**src/rtl/chip_erase_pkg.sv**
```systemverilog
package chip_erase_pkg;

  typedef enum logic [2:0] {
    ST_IDLE,
    ST_PSETUP,
    ST_PULSE,
    ST_PHOLD,
    ST_VWAIT,
    ST_RSETUP,
    ST_RWAIT,
    ST_FINISH
  } eraseState_t;

  // strobes from the sequencer to the datapath
  typedef struct packed {
    logic clrResult;
    logic addrClr;
    logic addrInc;
    logic pulseClr;
    logic pulseInc;
    logic timerLoad;
    logic timerLong;
    logic setPass;
    logic setFail;
  } ctrlStrobe_t;

endpackage

```
**src/rtl/chip_erase_dp.sv**
```systemverilog
module chip_erase_dp
  import chip_erase_pkg::*;
#(
  parameter int ADDR_W     = 17,
  parameter int DATA_W     = 8,
  parameter int MAX_PULSES = 20,
  parameter int PULSE_CYC  = 5000000,
  parameter int SETUP_CYC  = 100
) (
  input  logic              clk,
  input  logic              rstN,
  input  ctrlStrobe_t       strb,
  input  logic              addrZero,
  input  logic [DATA_W-1:0] devData,
  output logic [ADDR_W-1:0] devAddr,
  output logic              timerDone,
  output logic              byteOk,
  output logic              addrLast,
  output logic              pulseMaxed,
  output logic              passOut,
  output logic              failOut
);

  localparam int LONGEST = (PULSE_CYC > SETUP_CYC) ? PULSE_CYC : SETUP_CYC;
  localparam int TMR_W   = $clog2(LONGEST + 1);
  localparam int PC_W    = $clog2(MAX_PULSES + 1);

  logic [ADDR_W-1:0] curAddr;
  logic [PC_W-1:0]   pulseCnt;
  logic [TMR_W-1:0]  tmr;

  // walk address
  always_ff @(posedge clk) begin
    if (!rstN) begin
      curAddr <= '0;
    end else if (strb.addrClr) begin
      curAddr <= '0;
    end else if (strb.addrInc) begin
      curAddr <= curAddr + 1'b1;
    end
  end

  // run-wide pulse counter, never cleared between addresses
  always_ff @(posedge clk) begin
    if (!rstN) begin
      pulseCnt <= '0;
    end else if (strb.pulseClr) begin
      pulseCnt <= '0;
    end else if (strb.pulseInc && (pulseCnt < PC_W'(MAX_PULSES))) begin
      pulseCnt <= pulseCnt + 1'b1;
    end
  end

  // shared down-counter for pulse width and setup/hold/access waits
  always_ff @(posedge clk) begin
    if (!rstN) begin
      tmr <= '0;
    end else if (strb.timerLoad) begin
      tmr <= strb.timerLong ? TMR_W'(PULSE_CYC - 1) : TMR_W'(SETUP_CYC - 1);
    end else if (tmr != '0) begin
      tmr <= tmr - 1'b1;
    end
  end

  // sticky result flags
  always_ff @(posedge clk) begin
    if (!rstN) begin
      passOut <= 1'b0;
      failOut <= 1'b0;
    end else if (strb.clrResult) begin
      passOut <= 1'b0;
      failOut <= 1'b0;
    end else begin
      if (strb.setPass) passOut <= 1'b1;
      if (strb.setFail) failOut <= 1'b1;
    end
  end

  assign timerDone  = (tmr == '0);
  assign byteOk     = (devData == {DATA_W{1'b1}});
  assign addrLast   = (curAddr == {ADDR_W{1'b1}});
  assign pulseMaxed = (pulseCnt >= PC_W'(MAX_PULSES));
  assign devAddr    = addrZero ? '0 : curAddr;

endmodule

```
**src/rtl/chip_erase_fsm.sv**
```systemverilog
module chip_erase_fsm
  import chip_erase_pkg::*;
(
  input  logic        clk,
  input  logic        rstN,
  input  logic        startReq,
  input  logic        timerDone,
  input  logic        byteOk,
  input  logic        addrLast,
  input  logic        pulseMaxed,
  output ctrlStrobe_t strb,
  output logic        addrZero,
  output logic        devCeN,
  output logic        devOeN,
  output logic        devStrobeN,
  output logic        vppEraseSel,
  output logic        a9EraseSel,
  output logic        doneP
);

  eraseState_t st, nxt;

  always_ff @(posedge clk) begin
    if (!rstN) st <= ST_IDLE;
    else       st <= nxt;
  end

  always_comb begin
    nxt  = st;
    strb = '0;
    unique case (st)
      ST_IDLE: begin
        if (startReq) begin
          strb.clrResult = 1'b1;
          strb.addrClr   = 1'b1;
          strb.pulseClr  = 1'b1;
          strb.timerLoad = 1'b1;
          nxt            = ST_PSETUP;
        end
      end
      ST_PSETUP: begin
        if (timerDone) begin
          strb.timerLoad = 1'b1;
          strb.timerLong = 1'b1;
          nxt            = ST_PULSE;
        end
      end
      ST_PULSE: begin
        if (timerDone) begin
          strb.pulseInc  = 1'b1;
          strb.timerLoad = 1'b1;
          nxt            = ST_PHOLD;
        end
      end
      ST_PHOLD: begin
        if (timerDone) begin
          strb.timerLoad = 1'b1;
          nxt            = ST_VWAIT;
        end
      end
      ST_VWAIT: begin
        if (timerDone) begin
          if (byteOk) begin
            strb.timerLoad = 1'b1;
            if (addrLast) begin
              strb.addrClr = 1'b1;
              nxt          = ST_RSETUP;
            end else begin
              strb.addrInc = 1'b1;
            end
          end else if (pulseMaxed) begin
            strb.setFail = 1'b1;
            nxt          = ST_FINISH;
          end else begin
            strb.timerLoad = 1'b1;
            nxt            = ST_PSETUP;
          end
        end
      end
      ST_RSETUP: begin
        if (timerDone) begin
          strb.timerLoad = 1'b1;
          nxt            = ST_RWAIT;
        end
      end
      ST_RWAIT: begin
        if (timerDone) begin
          if (!byteOk) begin
            strb.setFail = 1'b1;
            nxt          = ST_FINISH;
          end else if (addrLast) begin
            strb.setPass = 1'b1;
            nxt          = ST_FINISH;
          end else begin
            strb.addrInc   = 1'b1;
            strb.timerLoad = 1'b1;
          end
        end
      end
      ST_FINISH: nxt = ST_IDLE;
      default:   nxt = ST_IDLE;
    endcase
  end

  // pin decode from the state register
  always_comb begin
    logic hvPhase;
    hvPhase     = (st == ST_PSETUP) || (st == ST_PULSE) || (st == ST_PHOLD);
    addrZero    = hvPhase;
    a9EraseSel  = hvPhase;
    vppEraseSel = hvPhase || (st == ST_VWAIT);
    devCeN      = (st == ST_IDLE) || (st == ST_FINISH);
    devOeN      = !((st == ST_VWAIT) || (st == ST_RWAIT));
    devStrobeN  = (st != ST_PULSE);
    doneP       = (st == ST_FINISH);
  end

endmodule

```
**src/rtl/chip_erase_ctrl.sv**
```systemverilog
module chip_erase_ctrl
  import chip_erase_pkg::*;
#(
  parameter int ADDR_W     = 17,
  parameter int DATA_W     = 8,
  parameter int MAX_PULSES = 20,
  parameter int CLK_MHZ    = 50,
  parameter int PULSE_US   = 100000,
  parameter int SETUP_US   = 2
) (
  input  logic              clk,
  input  logic              rstN,
  input  logic              startReq,
  output logic              doneP,
  output logic              passOut,
  output logic              failOut,
  output logic [ADDR_W-1:0] devAddr,
  output logic              devCeN,
  output logic              devOeN,
  output logic              devStrobeN,
  output logic              vppEraseSel,
  output logic              a9EraseSel,
  input  logic [DATA_W-1:0] devData
);

  localparam int PULSE_CYC = CLK_MHZ * PULSE_US;
  localparam int SETUP_CYC = (CLK_MHZ * SETUP_US > 0) ? CLK_MHZ * SETUP_US : 1;

  ctrlStrobe_t strb;
  logic timerDone, byteOk, addrLast, pulseMaxed, addrZero;

  chip_erase_fsm u_fsm (
    .clk        (clk),
    .rstN       (rstN),
    .startReq   (startReq),
    .timerDone  (timerDone),
    .byteOk     (byteOk),
    .addrLast   (addrLast),
    .pulseMaxed (pulseMaxed),
    .strb       (strb),
    .addrZero   (addrZero),
    .devCeN     (devCeN),
    .devOeN     (devOeN),
    .devStrobeN (devStrobeN),
    .vppEraseSel(vppEraseSel),
    .a9EraseSel (a9EraseSel),
    .doneP      (doneP)
  );

  chip_erase_dp #(
    .ADDR_W    (ADDR_W),
    .DATA_W    (DATA_W),
    .MAX_PULSES(MAX_PULSES),
    .PULSE_CYC (PULSE_CYC),
    .SETUP_CYC (SETUP_CYC)
  ) u_dp (
    .clk       (clk),
    .rstN      (rstN),
    .strb      (strb),
    .addrZero  (addrZero),
    .devData   (devData),
    .devAddr   (devAddr),
    .timerDone (timerDone),
    .byteOk    (byteOk),
    .addrLast  (addrLast),
    .pulseMaxed(pulseMaxed),
    .passOut   (passOut),
    .failOut   (failOut)
  );

endmodule

```
**config.mk**
```make
export PLATFORM = sky130hd
export DESIGN_NAME = chip_erase_ctrl
export DESIGN_NICKNAME = d
export VERILOG_FILES = /design/src/rtl/chip_erase_pkg.sv /design/src/rtl/chip_erase_dp.sv /design/src/rtl/chip_erase_fsm.sv /design/src/rtl/chip_erase_ctrl.sv
export SDC_FILE = /design/constraint.sdc
export NUM_CORES = 1
export LEC_CHECK = 0
export ABC_CLOCK_PERIOD_IN_PS = 3350
export BUFFER_PORTS_ARGS = -buffer_cell sky130_fd_sc_hd__buf_2
export CORE_MARGIN = 4
export CORE_UTILIZATION = 40
export CTS_CLUSTER_DIAMETER = 40
export DETAILED_ROUTE_END_ITERATION = 8
export PLACE_DENSITY_LB_ADDON = 0.05
export SLEW_MARGIN = 20
export SYNTH_ARGS = -nofsm -noshare
export SYNTH_HDL_FRONTEND = slang
export SYNTH_SLANG_ARGS = --single-unit
```
**constraint.sdc**
```tcl
create_clock -name clk -period 3.35 [get_ports clk]
set_clock_uncertainty 0.15 [all_clocks]
set_input_delay 0.335 -clock clk [delete_from_list [all_inputs] [get_ports clk]]
set_output_delay 0.335 -clock clk [all_outputs]
set_load 0.05 [all_outputs]
```
Word level (Yosys, flattened, before mapping)
Index checks and enable logic that the tools add are counted.
{"block": "totals", "latch_bits": 0, "word_cells": 92, "output_inout_bits": 25, "mem_bits_rw": 0, "inputBits": 11, "rom_bits": 0, "memories": 0, "ff_bits": 50}
{"block": "op_classes", "div": 0, "n_addsub": 3, "n_mul": 0, "shifts": 0, "reduce_logical": 16, "n_mux": 45, "magnitude_cmp": 2, "eq_ne": 19, "bitwise_logic": 1}
{"op": "23-bit two-way mux", "n": 3}
{"op": "3-bit two-way mux", "n": 12}
{"op": "3-bit case mux with 8 select lines", "n": 1}
{"op": "23-bit zero test", "n": 1}
{"op": "23-bit nonzero test", "n": 1}
{"op": "23-bit by 1-bit subtractor with 23-bit output, second input constant", "n": 1}
{"op": "1-bit two-way mux", "n": 19}
{"op": "17-bit by 1-bit adder with 17-bit output, second input constant", "n": 1}
{"op": "17-bit equality test, second input constant", "n": 1}
{"op": "17-bit two-way mux", "n": 1}
{"op": "2-bit inequality test, second input constant", "n": 7}
{"op": "3-bit equality test, second input constant", "n": 4}
{"op": "2-bit two-way mux", "n": 5}
{"op": "9-bit AND reduction", "n": 1}
{"op": "8-bit equality test, second input constant", "n": 1}
{"op": "2-bit OR reduction", "n": 4}
{"op": "3-bit by 2-bit equality test with 1-bit output, second input constant", "n": 2}
{"op": "3-bit inequality test, second input constant", "n": 2}
{"op": "1-bit case mux with 2 select lines", "n": 3}
{"op": "1-bit case mux with 6 select lines", "n": 1}
{"op": "5-bit by 1-bit adder with 5-bit output, second input constant", "n": 1}
{"op": "5-bit greater-or-equal comparator, second input constant", "n": 1}
{"op": "1-bit logical OR", "n": 5}
{"op": "5-bit < comparator, second input constant", "n": 1}
{"op": "7 further kinds", "n": 7}

Logic depth before layout (Yosys ltp)
Gate-level depths: netlist of run 1.
{"block": "depth", "ltp_word": 6, "ltp_mapped": 11, "mapped_depth_nobuf": 10}

Cells and area by module
Synthesis of run 1 repeated with hierarchy kept, for this count alone.
{"block": "unflattened", "cells_unflattened": 324, "hier_area_um2": 2770.2}
{"module": "chip_erase_dp", "cells_each": 272, "instances": 1, "seq_area_each_um2": 940.9, "area_per_inst_um2": 2401.1}
{"module": "chip_erase_fsm", "cells_each": 52, "instances": 1, "seq_area_each_um2": 60.1, "area_per_inst_um2": 369.1}

Worst setup path after synthesis of run 1
No wires, ideal clock.
{"block": "synth_timing", "path_type": "reg-to-output", "from": "reg u_fsm.st[0]", "to": "out devAddr[15]", "t_arrival_ns": 2.127, "stages_incl_launch_ff": 7, "path_slack_ns": 0.738, "required_time_ns": 2.865, "n_path_buf": 2, "cell_sequence": "dfxtp_1 -> nor2_1 -> or2_2 -> clkbuf_1 -> clkbuf_1 -> inv_1 -> nor2_1"}
{"block": "synth_between", "elab_chain_len": 4, "elab_cells_between_ends": 6, "cone_classes": "3 x eq/ne; 1 x mux; 2 x reduce/logical"}
{"item": "start: declaration", "line_no": "chip_erase_fsm.sv:21", "text": "eraseState_t st, nxt;"}
{"item": "start signal: assignment", "line_no": "chip_erase_fsm.sv:25", "text": "else st <= nxt;"}
{"item": "3-bit by 1-bit equality test with 1-bit output / 3-bit by 2-bit equality test with 1-bit output (equally long branches)", "line_no": "chip_erase_fsm.sv:108", "text": "hvPhase = (st == ST_PSETUP) || (st == ST_PULSE) || (st == ST_PHOLD);"}
{"item": "1-bit logical OR", "line_no": "chip_erase_fsm.sv:108"}
{"item": "1-bit logical OR *", "line_no": "chip_erase_fsm.sv:108"}
{"item": "via a9EraseSel", "line_no": "chip_erase_ctrl.sv:22", "text": "output logic a9EraseSel,"}
{"item": "17-bit two-way mux *", "line_no": "chip_erase_dp.sv:83", "text": "assign devAddr = addrZero ? '0 : curAddr;"}
{"item": "end: declaration", "line_no": "chip_erase_ctrl.sv:17", "text": "output logic [ADDR_W-1:0] devAddr,"}
The timed path passes the listed nets; every way through them passes the cells marked *.

Final worst setup path of run 1
{"block": "layout_timing", "from": "reg u_dp.tmr[0]", "to": "reg u_dp.tmr[15]"}
{"block": "layout_between", "elab_chain_len": 4, "elab_cells_between_ends": 11, "cone_classes": "1 x add/sub; 7 x mux; 3 x reduce/logical"}
{"item": "start: declaration", "line_no": "chip_erase_dp.sv:30", "text": "logic [TMR_W-1:0] tmr;"}
{"item": "start signal: assignment", "line_no": "chip_erase_dp.sv:59", "text": "tmr <= strb.timerLong ? TMR_W'(PULSE_CYC - 1) : TMR_W'(SETUP_CYC - 1);"}
{"item": "start signal: assignment", "line_no": "chip_erase_dp.sv:61", "text": "tmr <= tmr - 1'b1;"}
{"item": "branches (longest 4 deep; another with 23-bit by 1-bit subtractor with 23-bit output)"}
Parallel ways; which one is timed is not known. The select of a mux whose other input is x is not followed.
A chain may end at the register's enable or synchronous reset.

==> impl_metrics.tcl, run 1 <==
set metrics [dict create \
    top_usage_layer "met2" \
    crit_buf_inv 1 \
    cts_sinks 50 \
    max_stage_delay_ps 610 \
    crit_chain "inv_1 -> ha_1 -> or4b_1 -> nor2_4 -> and3_1 -> a21boi_1 -> o21ai_2 -> a21oi_1" \
    synth_seq_cells 50 \
    crit_path_end_kind "flop" \
    synthFlopType "dfxtp_1" \
    path_clk_slew_ps 90 \
    startpoint_type "flop" \
    regToRegStartpoint "u_dp.tmr[0]" \
    synthesis.instances 338 \
    routedWlPerCell_um 14.2 \
    crit_path_start "u_dp.tmr[0]" \
    dp_hpwl_mm 4.59 \
    drc_errors 0 \
    peakVddDrop_mv 0.405 \
    antenna_cells 0 \
    critPathRequiredTime_ps 3380 \
    cellLeakagePower_nw 1.18 \
    drv_slew 0 \
    die-width_um 91.4 \
    ctsResizeCount 0 \
    insertion_delay_ps 310 \
    gp_congestion 0.806 \
    finalCritPeriodShare_pct 84.9 \
    final_common_cell "dfxtp_1" \
    final-hold-violation-count 0 \
    finalCriticalPeriod_ps 2840 \
    final-seq-area_sq_um 1000 \
    yosysSeqAreaShare_pct 36.0 \
    timing.fmax_ghz 0.352 \
    cp_top_family "simple AND/OR/NAND/NOR gates" \
    slew_headroom_pct 59.4 \
    synth_nets 354 \
    post_cts_buffers 0 \
    chipHeight_um 91.4 \
    slowest_stage "or4b_1" \
    rows 30 \
    multiInputGateArea_sq_um 1670 \
    cts_buffers 5 \
    antenna_found_initial 0 \
    met1_usage_pct 21.4 \
    max_cap_violations 0 \
    h-tree-depth 2 \
    drt_iter0_markers 155 \
    worst_slew_pin_slew_ps 609 \
    outcome "completed" \
    port_buffers 35 \
    setup_ws_ps 506 \
    ant_nets 0 \
    routed-via-count 2404 \
    detail_route.vias_per_cell 5.37 \
    core_area_sq_um 6760 \
    grt.total_usage_pct 15.7 \
    final_layout_size_suffix_gt1_share_pct 17.9 \
    clock-root-buffer "clkbuf_8" \
    ios 36 \
    grt_max_degree 21 \
    synth-edff-count 0 \
    die-area_sq_um 8350 \
    grt_pass1_vias 2289 \
    avgSynthCellArea_sq_um 8.23 \
    p_per_area_nw_per_um2 785 \
    cts-hold-fix-buffers 0 \
    nets 383 \
    routed_wirelength_mm 6.35 \
    min_from "rstN" \
    synth_async_sr_flop_share_pct 0 \
    arrival_ps 2870 \
    initial_core_util_pct 41.1 \
    hold_class "in -> reg" \
    cts_tree "yes" \
    clockBufferDepth 2 \
    grt_setup_unrepaired "no" \
    grtUsageMet2_pct 24.0 \
    area_growth_pct 12.0 \
    path_class "reg -> reg" \
    ys_warn_count 0 \
    fillers 683 \
    crit_path_max_fanout 11 \
    use_met3_pct 3.98 \
    grt_pass1_wl_mm 10.8 \
    final.setup.tns_ps 0 \
    layout_common_cells "50 x dfxtp_1, 43 x nor2_1, 38 x nand2_1" \
    pre_cts_slack_ps 524 \
    dr.pass1.iters 5 \
    grt_overflow 0 \
    ys_types 55 \
    syn_area_sq_um 2780 \
    setup_viol 0 \
]
[sequential cells by signal, indices dropped and copies added (netlist names)]
name,flops
u_fsm.st,3
u_dp.failOut,1
u_dp.curAddr,17
u_dp.tmr,23
u_dp.pulseCnt,5
u_dp.passOut,1
[synthesized netlist by cell type, types with 2 or more instances]
library cell  count  area share [%]
nand4b_1          2            0.63
nor3_2            6             2.2
nand2_1          38             5.1
a31oi_1           6             1.4
nor4_4            3             2.3
inv_1            10             1.4
o21ai_0           9             1.6
or2_2             3            0.68
mux2i_1           2            0.72
dfxtp_1          50              36
o31ai_1           3            0.81
ha_1              5             2.3
a211o_1           2            0.63
a41oi_1           2            0.63
or3_1             3            0.68
nor4_1            7             1.6
xnor2_1          19             6.0
and2_1           17             3.8
and4_1            2            0.63
nand3_1          10             1.8
a21oi_1          14             2.5
nor3_1            7             1.3
xor2_1           10             3.2
nor2_1           43             5.8
or4_1             3            0.81
nand2b_1          3            0.68
buf_2             5            0.90
and3_1            2            0.45
or4_4             3             1.2
clkbuf_1          9             1.2
o21a_1            6             1.6
nand4_1          11             2.5
[power breakdown]
part           total [mW]  switching, mW  internal, mW  leakage [nW]
logic                1.16          0.688         0.475         0.725
clock network       0.426          0.203         0.224        0.0524
registers           0.855          0.147         0.708         0.406
[worst paths after layout]
kind	slack, ps	end	cells past startpoint
worst max register to register	510	u_dp.tmr[15]	8
worst min register to register	330	u_dp.passOut	2
worst max-delay path	510	u_dp.tmr[15]	8
worst min-delay path	240	u_dp.tmr[1]	2
[final cells by class]
type | count | share of cell area (%)
flip-flops and latches | 50 | 32.1
well taps | 80 | 3.21
inverters | 10 | 1.21
repair buffers | 38 | 6.35
clock buffers | 7 | 2.45
clock inverters | 1 | 0.964
multi-input cells | 262 | 53.7
[worst register-to-register path, cell delays in order (launching register included)]
cell	delay, ps
dfxtp_1	350
inv_1	60
ha_1	190
or4b_1	610
nor2_4	250
and3_1	450
a21boi_1	180
o21ai_2	390
a21oi_1	90
[cells by family (layout without fill, tap and decap cells)]
group,after synthesis,count (layout),synth area share [%]
adders and majority gates,5,5,2.25
AOI/OAI and AO/OA,57,57,13.8
muxes,2,2,0.720
and+or+nand+nor,169,169,34.2
xor gates and xnor gates,29,29,9.14
buffers and inverters,26,56,3.87
DFF,50,50,36.0
[stage by stage]
step	cells	util (%)	total power, mW	area (sq um)	hold slack (ps)
floorplan	338	-	1.77	2780	295
global placement	440	44.5	2.04	3010	300
detailed placement	440	44.5	2.03	3010	314
CTS	448	46.1	2.47	3110	226
global route	448	46.1	2.64	3110	236
finish	448	46.1	2.44	3110	237
[routing by layer]
layer | wire length, um | vias to the layer above
li1 | - | 1256
met1 | 3230 | 1080
met2 | 2730 | 58
met3 | 293 | 10
met4 | 99 | 0
met5 | 0 | -
(Power assumes the default switching activity.)
==> run 2: changes to the inputs <==
--- a/config.mk
+++ b/config.mk
@@ -5,7 +5,7 @@
 export SDC_FILE = /design/constraint.sdc
 export NUM_CORES = 1
 export LEC_CHECK = 0
-export ABC_CLOCK_PERIOD_IN_PS = 3350
+export ABC_CLOCK_PERIOD_IN_PS = 2770
 export BUFFER_PORTS_ARGS = -buffer_cell sky130_fd_sc_hd__buf_2
 export CORE_MARGIN = 4
 export CORE_UTILIZATION = 40
==> constraint.sdc (replaced) <==
create_clock -name clk -period 2.77 [get_ports clk]
set_clock_uncertainty 0.15 [all_clocks]
set_input_delay 0.277 -clock clk [delete_from_list [all_inputs] [get_ports clk]]
set_output_delay 0.277 -clock clk [all_outputs]
set_load 0.05 [all_outputs]
==> run 2 against run 1 <==
Net effect: via count rose by 1.0%; non-clock buffer count is 11 higher; clock power down 1%; critical path depth rose by 1; first-iteration DRC count fell by 18%; register-to-register slack worse by 310 ps; power is 19% higher; combinational power increased by 26%; critical path type unchanged; critical endpoint is now u_dp.tmr[5].
==> impl_metrics.tcl, run 2 (synthesis gave the netlist of run 1 again) <==
set metrics [dict create \
    outcome "completed" \
    instances_no_fill 457 \
    worst_slew_pin_slew_ps 432 \
    cellLeakagePower_nw 1.23 \
    drt_iter0_markers 127 \
    drc_errors 0 \
    rr_worst_depth 9 \
    setup_ws_ps 198 \
    core_area_sq_um 6760 \
    dr.pass1.iters 4 \
    finalCriticalPeriod_ps 2570 \
    insertion_delay_ps 290 \
    critPathCapture "u_dp.tmr[5]" \
    fillers 691 \
    final.setup.tns_ps 0 \
    die-area_sq_um 8350 \
    nets 394 \
    slew_headroom_pct 71.0 \
    initial_core_util_pct 41.1 \
    routed_wirelength_mm 6.50 \
    cts-hold-fix-buffers 0 \
    gp_congestion 0.832 \
    critPathRequiredTime_ps 2820 \
    top_regs "u_dp.tmr: 23 flops, u_dp.curAddr: 17 flops, u_dp.pulseCnt: 5 flops" \
    p_per_area_nw_per_um2 911 \
    grt.total_usage_pct 15.6 \
    antenna_cells 0 \
    finalCritPeriodShare_pct 92.9 \
    grt_pass1_wl_mm 10.8 \
    worstReg2RegEnd "u_dp.tmr[5]" \
    largest_reg_flops 23 \
    startpoint_type "flop" \
    clock-root-buffer "clkbuf_8" \
    max_cap_violations 0 \
    fin_area_sq_um 3190 \
    grt_max_degree 18 \
    dp_hpwl_mm 4.76 \
    port_buffers 35 \
    final_common_cell "dfxtp_1" \
    ant_nets 0 \
    setup_viol 0 \
    routedWlPerCell_um 14.2 \
    crit_path_max_fanout 8 \
    path_class "reg -> reg" \
    chipHeight_um 91.4 \
    final_layout_size_suffix_gt1_share_pct 21.5 \
    timing.fmax_ghz 0.389 \
    arrival_ps 2620 \
    power_mw 2.90 \
    die-width_um 91.4 \
    regToRegStartpoint "u_dp.tmr[0]" \
    crit_path_start "u_dp.tmr[0]" \
    h-tree-depth 2 \
    peakVddDrop_mv 0.519 \
    path_clk_slew_ps 90 \
    cts_tree "yes" \
    cts_sinks 50 \
    rows 30 \
    pre_cts_slack_ps 83.4 \
    grt_overflow 0 \
    dpl.cell_count 451 \
    final-hold-violation-count 0 \
    hold_class "in -> reg" \
    grt_pass1_vias 2163 \
    area_growth_pct 14.6 \
    ios 36 \
    detail_route.vias_per_cell 5.32 \
    routed-via-count 2429 \
    antenna_found_initial 0 \
    crit_path_end_kind "flop" \
    dpl_cell_area_sq_um 3090 \
    top_register "u_dp.tmr" \
    regToRegSetupSlack_ps 200 \
    hold_ws_ps 201 \
    clockBufferDepth 2 \
    layout_common_cells "49 x dfxtp_1, 42 x nor2_1, 38 x nand2_1" \
    fin_util_pct 47.1 \
    cts_buffers 5 \
    drv_slew 0 \
]
==> run 2: power breakdown <==
group | internal, mW | switching [mW] | leakage [nW]
clock network | 0.193 | 0.228 | 0.0431
logic | 0.603 | 0.859 | 0.777
registers | 0.857 | 0.162 | 0.406
total | 1.65 | 1.25 | 1.23
==> run 2: worst min path at each step <==
stage / start / endpoint / cells after the start / slack [ps]
3_5_place_dp: u_dp.failOut / u_dp.failOut / 2 / 300
5_1_grt: rstN / u_dp.tmr[5] / 2 / 200
6_report: rstN / u_dp.tmr[1] / 2 / 200
4_1_cts: rstN / u_dp.tmr[5] / 2 / 180
2_1_floorplan: u_dp.curAddr[16] / u_dp.curAddr[16] / 2 / 290
3_3_place_gp: u_dp.failOut / u_dp.failOut / 2 / 300
==> run 2: cell type report <==
cell class	instances	area [sq um]	area share (%)
clock buffer	6	82.6	2.59
timing repair buffer	49	280	8.80
tap	80	100	3.14
sequential	50	1000	31.5
multi-input combinational	262	1680	52.8
inverter	10	37.5	1.18
==> run 2: timing repair <==
item                       in CTS  in global routing
setup endpoints to repair       0                 17
setup buffers                   0                  0
resized for setup               0                  4
==> run 2: layer usage <==
layer  part of all wire [%]  wire, um  track usage (%)
met5                      0         0                0
met4                   0.43        28             4.02
met3                    2.6       172             3.07
met2                     45      2900             23.2
met1                     52      3400             22.9
==> run 2: worst max-delay path, cell delays in order, from the launching register on <==
cell and delay, ps:
dfxtp_1 340, inv_1 60, ha_1 180, or4b_1 510, nor2_4 230, and3_1 400, buf_4 220, nor3_1 60
xor2_1 140, o21a_1 170
==> run 3: changes to the inputs <==
--- a/config.mk
+++ b/config.mk
@@ -7,6 +7,7 @@
 export LEC_CHECK = 0
 export ABC_CLOCK_PERIOD_IN_PS = 2770
 export BUFFER_PORTS_ARGS = -buffer_cell sky130_fd_sc_hd__buf_2
+export CAP_MARGIN = 0
 export CORE_MARGIN = 4
 export CORE_UTILIZATION = 40
 export CTS_CLUSTER_DIAMETER = 40
@@ -15,4 +16,5 @@
 export SLEW_MARGIN = 20
 export SYNTH_ARGS = -nofsm -noshare
 export SYNTH_HDL_FRONTEND = slang
+export SYNTH_HIERARCHICAL = 1
 export SYNTH_SLANG_ARGS = --single-unit
==> run 3 against run 2 <==
Net effect: sequential power hardly changed; via count is 1.2% higher; largest power group unchanged; design area is 1.9% higher; register-to-register slack worse by 20 ps; routed wire length is 1.8% lower; die area is 0.33% lower; hold slack better by 34 ps; sequential cell count stayed put.
==> impl_metrics.tcl, run 3 <==
set metrics [dict create \
    clockBufferDepth 2 \
    synth_seq_cells 50 \
    grt_pass1_vias 2363 \
    cts_buffers 5 \
    insertion_delay_ps 300 \
    finalCritPeriodShare_pct 93.7 \
    synth_nets 340 \
    regToRegStartpoint "u_dp/tmr[8]" \
    final_layout_size_suffix_gt1_share_pct 22.2 \
    pre_cts_slack_ps 91.9 \
    worstReg2RegEnd "u_dp/curAddr[13]" \
    antenna_cells 0 \
    finalCriticalPeriod_ps 2600 \
    die-area_sq_um 8320 \
    power_mw 3.03 \
    syn_area_sq_um 2770 \
    routedWlPerCell_um 14.1 \
    final_common_cell "dfxtp_1" \
    synth_xor_area_share_pct 9.49 \
    dpl_cell_area_sq_um 3110 \
    crit_path_max_fanout 6 \
    h-tree-depth 2 \
    p_per_area_nw_per_um2 935 \
    synth_area_leaders "dfxtp_1 36%, nor2_1 5.8%, xor2_1 5.4%" \
    pwr-share-comb_pct 52.2 \
    dpl.cell_count 443 \
    worstHoldEndpoint "u_dp/tmr[2]" \
    top_register "u_dp/tmr" \
    max_cap_violations 0 \
    ant_nets 0 \
    synthMostInstantiatedCell "dfxtp_1" \
    area_growth_pct 17.2 \
    grt_max_degree 20 \
    grt_overflow 0 \
    synth_top_family_by_area "simple AND/OR/NAND/NOR gates" \
    min_from "rstN" \
    critPathRequiredTime_ps 2800 \
    setup_ws_ps 174 \
    clock-root-buffer "clkbuf_8" \
    worst_slew_pin_slew_ps 416 \
    chipHeight_um 91.2 \
    ios 36 \
    outcome "completed" \
    netlist.area_leader.share_pct 36.1 \
    synthesis.instances 324 \
    startpoint_type "flop" \
    grt.total_usage_pct 15.6 \
    gp_congestion 0.791 \
    synth_async_sr_flop_share_pct 0 \
    crit_path_end_kind "flop" \
    synth_area_leader_cell "dfxtp_1" \
    grt_pass1_wl_mm 10.8 \
    ys_warn_count 6 \
    routed-via-count 2459 \
    yosys-top-cells-count "50 x dfxtp_1, 43 x nor2_1, 19 x o21ai_0" \
    cts-hold-fix-buffers 0 \
    synth_compound_area_share_pct 14.6 \
    dr.pass1.iters 4 \
    rows 30 \
    largest_reg_flops 23 \
    timing.fmax_ghz 0.385 \
    core_area_sq_um 6760 \
    path_clk_slew_ps 90 \
    synth-edff-count 0 \
    switching_share_pct 44.6 \
    intPower_mw 1.68 \
    p_seq_share_pct 33.3 \
    fin_area_sq_um 3250 \
    synthAdderAreaFrac_pct 2.26 \
    regToRegSetupSlack_ps 170 \
    avgSynthCellArea_sq_um 8.55 \
    rr_worst_depth 11 \
    initial_core_util_pct 41.0 \
    hold_ws_ps 234 \
    fillers 688 \
    detail_route.vias_per_cell 5.42 \
    antenna_found_initial 0 \
    top_regs "u_dp/tmr: 23 flops, u_dp/curAddr: 17 flops, u_dp/pulseCnt: 5 flops" \
    setup_viol 0 \
    slew_headroom_pct 71.9 \
    p_sw_mw 1.35 \
    nets 389 \
    routed_wirelength_mm 6.38 \
    cts_sinks 50 \
    peakVddDrop_mv 0.298 \
    drc_errors 0 \
    p_clk_share_pct 14.5 \
    drv_slew 0 \
    min_path_cells 2 \
    cts_tree "yes" \
    cellLeakagePower_nw 1.26 \
    synth_mux_area_share_pct 1.45 \
    layout_common_cells "50 x dfxtp_1, 41 x nor2_1, 35 x buf_2" \
    instances_no_fill 454 \
    arrival_ps 2630 \
    final-hold-violation-count 0 \
    dp_hpwl_mm 4.58 \
    ys_types 55 \
    hold_class "in -> reg" \
    drt_iter0_markers 152 \
    yosys.area_share.simple_pct 31.9 \
    synthFlopType "dfxtp_1" \
    yosysSeqAreaShare_pct 36.1 \
    port_buffers 35 \
    die-width_um 91.2 \
    path_class "reg -> reg" \
]
run 3: cell count changes after synthesis, moves of 6 or more:
cell,previous run,this run
nand2_1,38,15
nor2b_1,1,16
and2_1,17,3
o21ai_0,9,19
xor2_1,10,17
a31oi_1,6,0
xnor2_1,19,13
run 3: cells by family after synthesis:
| family | Yosys count |
|---|---|
| AO/OA/AOI/OAI | 63 |
| XOR/XNOR | 30 |
| adder cells (fa/ha/maj) | 5 |
| buffers and inverters | 25 |
| flip-flops | 50 |
| multiplexers | 4 |
| AND/OR/NAND/NOR | 147 |
run 3: critical path, cell delays in order, from the launching register on:
cell and delay [ps]:
dfxtp_1 360, nor4_2 430, nand4_2 170, nor2_2 180
nand2_1 80, nor3_1 130, buf_4 180, nand4_1 120
buf_4 190, nor4_1 260, xnor2_1 170, nor2_1 50
run 3: metal layers:
metal  up-vias  wire, um  GRT usage (%)
met5         -         0              0
met4         0       108           5.78
met3        11       202           3.15
met2        43      2920           25.3
met1      1154      3150           20.5
li1       1251         -              -
run 3: metrics by stage:
| stage | utilization (%) | setup TNS, ps |
|---|---|---|
| after CTS | 47.3 | 0 |
| after global placement | 46.0 | 0 |
| after detailed placement | 46.0 | 0 |
| after floorplan | - | 0 |
| after global routing | 48.0 | -36.3 |
| final | 48.0 | 0 |
run 3: area by class of cell:
cell class	instances	area, sq um	area share, %
clock inverters	1	5.00	0.154
well taps	80	100	3.08
flip-flops and latches	50	1000	30.8
repair buffers	55	325	10.0
multi-input cells	249	1680	51.7
clock buffers	7	86.3	2.66
inverters	12	48.8	1.50
run 3: power by group through the flow:
stage | Sequential, mW | Clock (mW) | Combinational, mW
2_1_floorplan | 0.971 | 0 | 1.17
3_3_place_gp | 1.02 | 0 | 1.56
3_5_place_dp | 1.02 | 0 | 1.55
4_1_cts | 1.00 | 0.462 | 1.56
5_1_grt | 1.03 | 0.486 | 1.73
6_report | 1.01 | 0.440 | 1.58
run 3: worst max path at each step:
| stage | startpoint | endpoint | slack, ps | cells after the start |
|---|---|---|---|---|
| 6_report | u_dp/tmr[8] | u_dp/curAddr[13] | 170 | 11 |
| 5_1_grt | u_dp/tmr[0] | u_dp/curAddr[13] | -30 | 13 |
| 4_1_cts | u_dp/curAddr[6] | u_dp/tmr[18] | 50 | 9 |
| 3_5_place_dp | u_dp/curAddr[6] | u_dp/tmr[18] | 90 | 9 |
| 3_3_place_gp | u_dp/curAddr[6] | u_dp/tmr[18] | 110 | 9 |
| 2_1_floorplan | u_dp/tmr[0] | u_dp/curAddr[7] | 0.2 | 14 |
run 3: repair_timing:
| item | CTS | global route |
|---|---|---|
| setup buffers | 0 | 3 |
| hold endpoints to repair | 0 | 0 |
| resized for setup | 0 | 7 |
| setup endpoints to repair | 0 | 24 |
